==> src/rtl/daq_ctl_pkg.sv <==
`timescale 1ns/1ps
package daq_ctl_pkg;
  localparam int unsigned DATA_W     = 8;
  localparam int unsigned LVL_W      = 3;
  localparam int unsigned SRC_W      = 2;
  localparam int unsigned REMAP_BASE = 10;  // line for code 0
  localparam int unsigned REMAP_CNT  = 2;   // codes below this are remapped

  typedef struct packed {
    logic             inte;
    logic [LVL_W-1:0] lvl;
    logic             rsvd;
    logic             dma_en;
    logic [SRC_W-1:0] trig_src;
  } ctrl_reg_t;

  localparam logic [DATA_W-1:0] CTRL_MASK = 8'hF7;

  typedef enum logic [1:0] {
    ADR_STAT  = 2'd0,
    ADR_CTRL  = 2'd1,
    ADR_PACER = 2'd2
  } reg_adr_e;

  function automatic int unsigned line_of(input logic [LVL_W-1:0] lvl);
    if (int'(lvl) < int'(REMAP_CNT)) return REMAP_BASE + int'(lvl);
    return int'(lvl);
  endfunction
endpackage

==> src/rtl/daq_ctl_regs.sv <==
`timescale 1ns/1ps
module daq_ctl_regs
  import daq_ctl_pkg::*;
#(
  parameter int unsigned ADDR_W = 2
) (
  input  logic              clk_i,
  input  logic              rst_ni,
  input  logic              wr_i,
  input  logic [ADDR_W-1:0] addr_i,
  input  logic [DATA_W-1:0] wdata_i,
  output ctrl_reg_t         ctrl_o,
  output logic              trig0_o,
  output logic              ctr0_o,
  output logic              stat_wr_o
);
  ctrl_reg_t ctrl_q;
  logic      trig0_q, ctr0_q;

  always_ff @(posedge clk_i or negedge rst_ni) begin
    if (!rst_ni) begin
      ctrl_q  <= '0;
      trig0_q <= 1'b0;
      ctr0_q  <= 1'b0;
    end else if (wr_i) begin
      if (addr_i == ADDR_W'(ADR_CTRL)) ctrl_q <= ctrl_reg_t'(wdata_i & CTRL_MASK);
      if (addr_i == ADDR_W'(ADR_PACER)) begin
        trig0_q <= wdata_i[0];
        ctr0_q  <= wdata_i[1];
      end
    end
  end

  assign ctrl_o    = ctrl_q;
  assign trig0_o   = trig0_q;
  assign ctr0_o    = ctr0_q;
  assign stat_wr_o = wr_i && (addr_i == ADDR_W'(ADR_STAT));
endmodule

==> src/rtl/daq_trig_flag.sv <==
`timescale 1ns/1ps
module daq_trig_flag #(
  parameter int unsigned SYNC_STAGES = 2
) (
  input  logic clk_i,
  input  logic rst_ni,
  input  logic pin_i,
  input  logic clr_i,
  output logic rise_o,
  output logic flag_o
);
  localparam int unsigned HIST = SYNC_STAGES + 1;

  // pin is pulled up: preload ones so reset release is not an edge
  logic [HIST-1:0] sh_q;
  logic            flag_q;

  always_ff @(posedge clk_i or negedge rst_ni) begin
    if (!rst_ni) sh_q <= '1;
    else         sh_q <= {sh_q[HIST-2:0], pin_i};
  end

  assign rise_o = sh_q[HIST-2] & ~sh_q[HIST-1];

  // set has priority over clear so no event is lost
  always_ff @(posedge clk_i or negedge rst_ni) begin
    if (!rst_ni)     flag_q <= 1'b0;
    else if (rise_o) flag_q <= 1'b1;
    else if (clr_i)  flag_q <= 1'b0;
  end

  assign flag_o = flag_q;
endmodule

==> src/rtl/daq_irq_route.sv <==
`timescale 1ns/1ps
module daq_irq_route
  import daq_ctl_pkg::*;
#(
  parameter int unsigned NUM_LINES = 16
) (
  input  logic                 en_i,
  input  logic [LVL_W-1:0]     lvl_i,
  output logic [NUM_LINES-1:0] lines_o
);
  for (genvar g = 0; g < NUM_LINES; g++) begin : g_line
    assign lines_o[g] = en_i && (line_of(lvl_i) == g);
  end
endmodule

==> src/rtl/daq_irq_dma_pacer.sv <==
`timescale 1ns/1ps
module daq_irq_dma_pacer
  import daq_ctl_pkg::*;
#(
  parameter int unsigned ADDR_W      = 2,
  parameter int unsigned NUM_LINES   = 16,
  parameter int unsigned SYNC_STAGES = 2
) (
  input  logic                 clk_i,
  input  logic                 rst_ni,
  input  logic                 wr_i,
  input  logic [ADDR_W-1:0]    addr_i,
  input  logic [7:0]           wdata_i,
  output logic [7:0]           rdata_o,
  input  logic                 trig_pin_i,
  input  logic                 cnt0_pin_i,
  input  logic                 ref_clk_i,
  input  logic                 dma_req_i,
  output logic                 dma_req_o,
  output logic [NUM_LINES-1:0] irq_lines_o,
  output logic [1:0]           trig_src_o,
  output logic                 cnt0_clk_o,
  output logic                 pacer_gate_o
);
  ctrl_reg_t ctrl;
  logic      trig0, ctr0, stat_wr, trig_rise, int_flag;

  daq_ctl_regs #(.ADDR_W(ADDR_W)) u_regs (
    .clk_i, .rst_ni, .wr_i, .addr_i, .wdata_i,
    .ctrl_o(ctrl), .trig0_o(trig0), .ctr0_o(ctr0), .stat_wr_o(stat_wr)
  );

  daq_trig_flag #(.SYNC_STAGES(SYNC_STAGES)) u_flag (
    .clk_i, .rst_ni, .pin_i(trig_pin_i), .clr_i(stat_wr),
    .rise_o(trig_rise), .flag_o(int_flag)
  );

  daq_irq_route #(.NUM_LINES(NUM_LINES)) u_route (
    .en_i(ctrl.inte & int_flag), .lvl_i(ctrl.lvl), .lines_o(irq_lines_o)
  );

  always_comb begin
    unique case (addr_i)
      ADDR_W'(ADR_STAT): rdata_o = {int_flag, 7'b0};
      ADDR_W'(ADR_CTRL): rdata_o = ctrl;
      default:           rdata_o = '0;
    endcase
  end

  assign dma_req_o    = dma_req_i & ctrl.dma_en;
  assign trig_src_o   = ctrl.trig_src;
  assign cnt0_clk_o   = ctr0 ? (ref_clk_i & cnt0_pin_i) : cnt0_pin_i;
  assign pacer_gate_o = trig0 ? trig_pin_i : 1'b1;
endmodule

==> config.mk <==
export PLATFORM = sky130hd
export DESIGN_NAME = daq_irq_dma_pacer
export DESIGN_NICKNAME = d
export VERILOG_FILES = /design/src/rtl/daq_ctl_pkg.sv /design/src/rtl/daq_ctl_regs.sv /design/src/rtl/daq_trig_flag.sv /design/src/rtl/daq_irq_route.sv /design/src/rtl/daq_irq_dma_pacer.sv
export SDC_FILE = /design/constraint.sdc
export NUM_CORES = 1
export LEC_CHECK = 0
export BUFFER_PORTS_ARGS = -buffer_cell sky130_fd_sc_hd__buf_2
export CAP_MARGIN = 25
export CORE_UTILIZATION = 39
export CTS_CLUSTER_DIAMETER = 120
export DETAILED_ROUTE_END_ITERATION = 10
export PLACE_DENSITY = 0.74
export SLEW_MARGIN = 20
export SYNTH_ARGS = -nofsm -noshare
export SYNTH_HDL_FRONTEND = slang
export SYNTH_HIERARCHICAL = 1
export SYNTH_SLANG_ARGS = --single-unit
==> constraint.sdc <==
create_clock -name clk_i -period 1.5 [get_ports clk_i]
set_clock_uncertainty 0.2 [all_clocks]
set_input_delay 0.15 -clock clk_i [delete_from_list [all_inputs] [get_ports clk_i]]
set_output_delay 0.15 -clock clk_i [all_outputs]
set_load 0.005 [all_outputs]
==> reports/metrics.csv <==
metric;value;unit
Worst Reg-to-Reg Cells;3;
# fillers;146;
Sw Share;31.8;%
Starting Density;42.2;%
max incr delay on CP;0.39;ns
share of cells above drive strength 1;63.7;%
final setup fails;17;
crit share post-route;128;%
Peak VDD IR;0.754;mV
largest net degree at the start of global routing;14;
Die ar.;0.00234;sq mm
sequential share of power;36.7;%
Worst-Skew Late Latency;0.26;ns
hold crit path type;in2reg;
post-route cell area;0.00142;sq mm
Data required, critical path;1.15;ns
Setup CP Type;reg2out;
die width;48.3;um
Total Wirelength;2020;um
initial drt markers;13;
IO buf count;43;
depth of the worst hold-timing path;4;
Final ANT Viol Nets;0;
nets@finish;170;
chip height;48.3;um
endpoint class of the critical path;primary output;
Max Cap Viol;0;
CP max FO;4;
cell internal pwr;0.832;mW
first-pass GRT wire length;3460;um
post-layout min period;1.92;ns
H-tree Lvls;1;
Crit-path slowest cell;dfrtp_1;
Worst Hold End;u_flag/flag_o;
Clock Tree Root;clkbuf_4;
io pins;46;
Setup WS post-layout;-0.416;ns
crit path DAT;1.57;ns
worst hold margin;0.0826;ns
CTS Buffer Depth;2;
violated checks;setup timing;
routed length per instance;11.7;um
worst reg2reg path startpoint;u_regs/ctrl_o[6];
Synth Instances;79;
Rows;16;
combinational family with the most area after synthesis;simple AND/OR/NAND/NOR gates;
Power per Cell Area;859;mW/mm^2
Met1 Wirelength;766;um
critical path, cell by cell;inv_4, ha_4, or3b_4, nor3b_2, buf_2;
syn avg cell area;10.6;sq um
CTS tree;done;
Cell variety after synth;26;
FF+latch count, synth;13;
placed cell areas;0.00118;sq mm
RR Endpoint;u_regs/ctrl_o[6];
status;finished with violations;
Tot GR Track Use;18.8;%
Ys Warns;6;
Clock power frac;16.6;%
uppermost layer routed;met4;
CTS Buf Count;3;
simple logic cell fraction of the synthesized area;30.6;%
gr ovfl total;0;
met2 wire len;1130;um
Vias;806;
RSZ-0062 raised after global routing;true;
ANT cells;0;
sequential share of the synthesized area;39.3;%
via/cell ratio;4.66;
XOR/XNOR share of the synthesized area;0;%
startpoint types;flop;
first-pass iteration count of the detailed router;4;
met3 WL post-DR;121;um
Post-Synth Adder-Cell Area;8.97;%
Worst-path clk slew;0.07;ns
area grow syn2layout;69.7;%
DP HPWL;1480;um
number of global-route vias before repair;836;
Worst Hold Launch;addr_i[0];
CORE AREA;0.00198;sq mm
final hold violation count;0;
NetSw;0.387;mW
R2R setup slack;0.22;ns
Compound-Gate Fraction of Synth Area;4.19;%
post-layout util;71.7;%
fmax;522;MHz
leakage power total;0.701;nW
multiplexer share of the synthesized area;13.3;%
Combinational Power Share;46.7;%
Final Max Slew Viols;0;
post-route DRC violation count;0;
RePlAce Congestion;0.753;
Synth Cell Area;837;sq um
syn nets;102;
number of clock sinks;13;
initial antenna violation count;0;
synth_stat cells:
library cell | count | area (sq um)
conb_1 | 1 | 3.75
buf_4 | 1 | 7.51
mux2_2 | 9 | 101
a21boi_1 | 1 | 7.51
or3b_1 | 1 | 8.76
a21o_1 | 1 | 7.51
nand3b_4 | 1 | 20.0
nor2_2 | 1 | 6.26
or3b_4 | 1 | 11.3
nor3b_1 | 1 | 7.51
nor3_1 | 3 | 15.0
and2_1 | 9 | 56.3
mux2i_1 | 1 | 10.0
nand2b_1 | 1 | 6.26
a21bo_2 | 2 | 20.0
nor2_1 | 12 | 45.0
nand3b_1 | 3 | 22.5
dfrtp_1 | 10 | 250
nand4b_1 | 1 | 8.76
ha_1 | 6 | 75.1
inv_1 | 5 | 18.8
nand2_1 | 1 | 3.75
nor2b_4 | 2 | 27.5
dfstp_2 | 3 | 78.8
nor3b_2 | 1 | 12.5
nand3_1 | 1 | 5.00
cell families (layout without fill, tap and decap cells):
kind of cell	Yosys count	after routing
and+or+nand+nor	39	39
adders and majority gates	6	6
AOI/OAI and AO/OA	4	4
DFF	13	13
buffers and inverters	6	73
muxes	10	10
other	1	1
layout make-up:
class                      count  area [sq um]  share of cell area (%)
multi-input combinational     60           594                    41.9
timing repair buffer          64           414                    29.2
sequential                    13           330                    23.3
tap                           27          33.8                    2.38
clock buffer                   4          26.3                    1.85
inverter                       5          21.3                    1.50
what timing repair did:
item / in CTS / in global routing
buffers inserted: 2 / 1
endpoints found under the setup margin: 16 / 17
gates cloned: 0 / 0
pin swaps: 15 / 8
endpoints found under the hold margin: 23 / 0
gates resized for setup: 17 / 4
hold buffers: 9 / 0
power groups by stage:
stage | clock (mW) | sequential (mW) | combinational, mW
6_report | 0.203 | 0.448 | 0.569
5_1_grt | 0.229 | 0.455 | 0.624
4_1_cts | 0.217 | 0.446 | 0.553
3_5_place_dp | 0 | 0.455 | 0.438
3_3_place_gp | 0 | 0.451 | 0.418
2_1_floorplan | 0 | 0.458 | 0.231
how the worst max path moves through the flow:
stage / from / endpoint / slack, ns / cells past startpoint
4_1_cts: u_regs/ctrl_o[5] / irq_lines_o[6] / -0.43 / 5
3_5_place_dp: u_regs/ctrl_o[6] / irq_lines_o[15] / -0.21 / 6
3_3_place_gp: u_regs/ctrl_o[6] / irq_lines_o[6] / -0.14 / 4
5_1_grt: u_regs/ctrl_o[6] / irq_lines_o[11] / -0.50 / 6
2_1_floorplan: u_regs/ctrl_o[5] / irq_lines_o[6] / -0.07 / 4
6_report: u_regs/ctrl_o[5] / irq_lines_o[6] / -0.42 / 5
routing by layer:
| layer | vias up | global-route usage (%) |
|---|---|---|
| met3 | 2 | 1.57 |
| met4 | 0 | 4.41 |
| met2 | 38 | 40.6 |
| met1 | 368 | 18.7 |
| li1 | 398 | - |
| met5 | - | 0 |
cells in the final DEF, fill, tap and decap left out, drive strengths merged:
cell type / netlist / layout
dfrtp: 10 / 10
buf: 1 / 55
mux2i: 1 / 1
inv: 5 / 5
nor2: 13 / 13
nand3b: 4 / 4
dlygate4sd3: 0 / 9
nor2b: 2 / 2
nand2: 1 / 1
conb: 1 / 1
nor3: 3 / 3
a21boi: 1 / 1
ha: 6 / 6
dfstp: 3 / 3
clkbuf: 0 / 4
nand2b: 1 / 1
nor3b: 2 / 2
and2: 9 / 9
or3b: 2 / 2
a21bo: 2 / 2
mux2: 9 / 9
nand3: 1 / 1
nand4b: 1 / 1
a21o: 1 / 1
worst max-delay path: cells and delay by family (launching register included):
family	cells	cell delay [ns]
flip-flops	1	0.39
buffers and inverters	2	0.21
adder cells (fa/ha/maj)	1	0.16
AND/OR/NAND/NOR	2	0.54
registers in the layout (all words and copies together) (netlist names):
name            count
u_flag/flag_o       1
u_regs/trig0_o      1
u_regs/ctrl_o       7
u_regs/ctr0_o       1
u_flag/sh_q         3
through the flow:
stage               setup slack [ns]  TNS (ns)  total power, mW  instances
floorplan                    -0.0723   -0.0723            0.689         79
global placement              -0.138    -0.964            0.868        158
detailed placement            -0.206     -1.43            0.893        158
CTS                           -0.431     -6.11             1.22        173
global route                  -0.504     -7.12             1.31        173
finish                        -0.416     -5.55             1.22        173
Note: power is estimated with default switching activity, not from simulation.
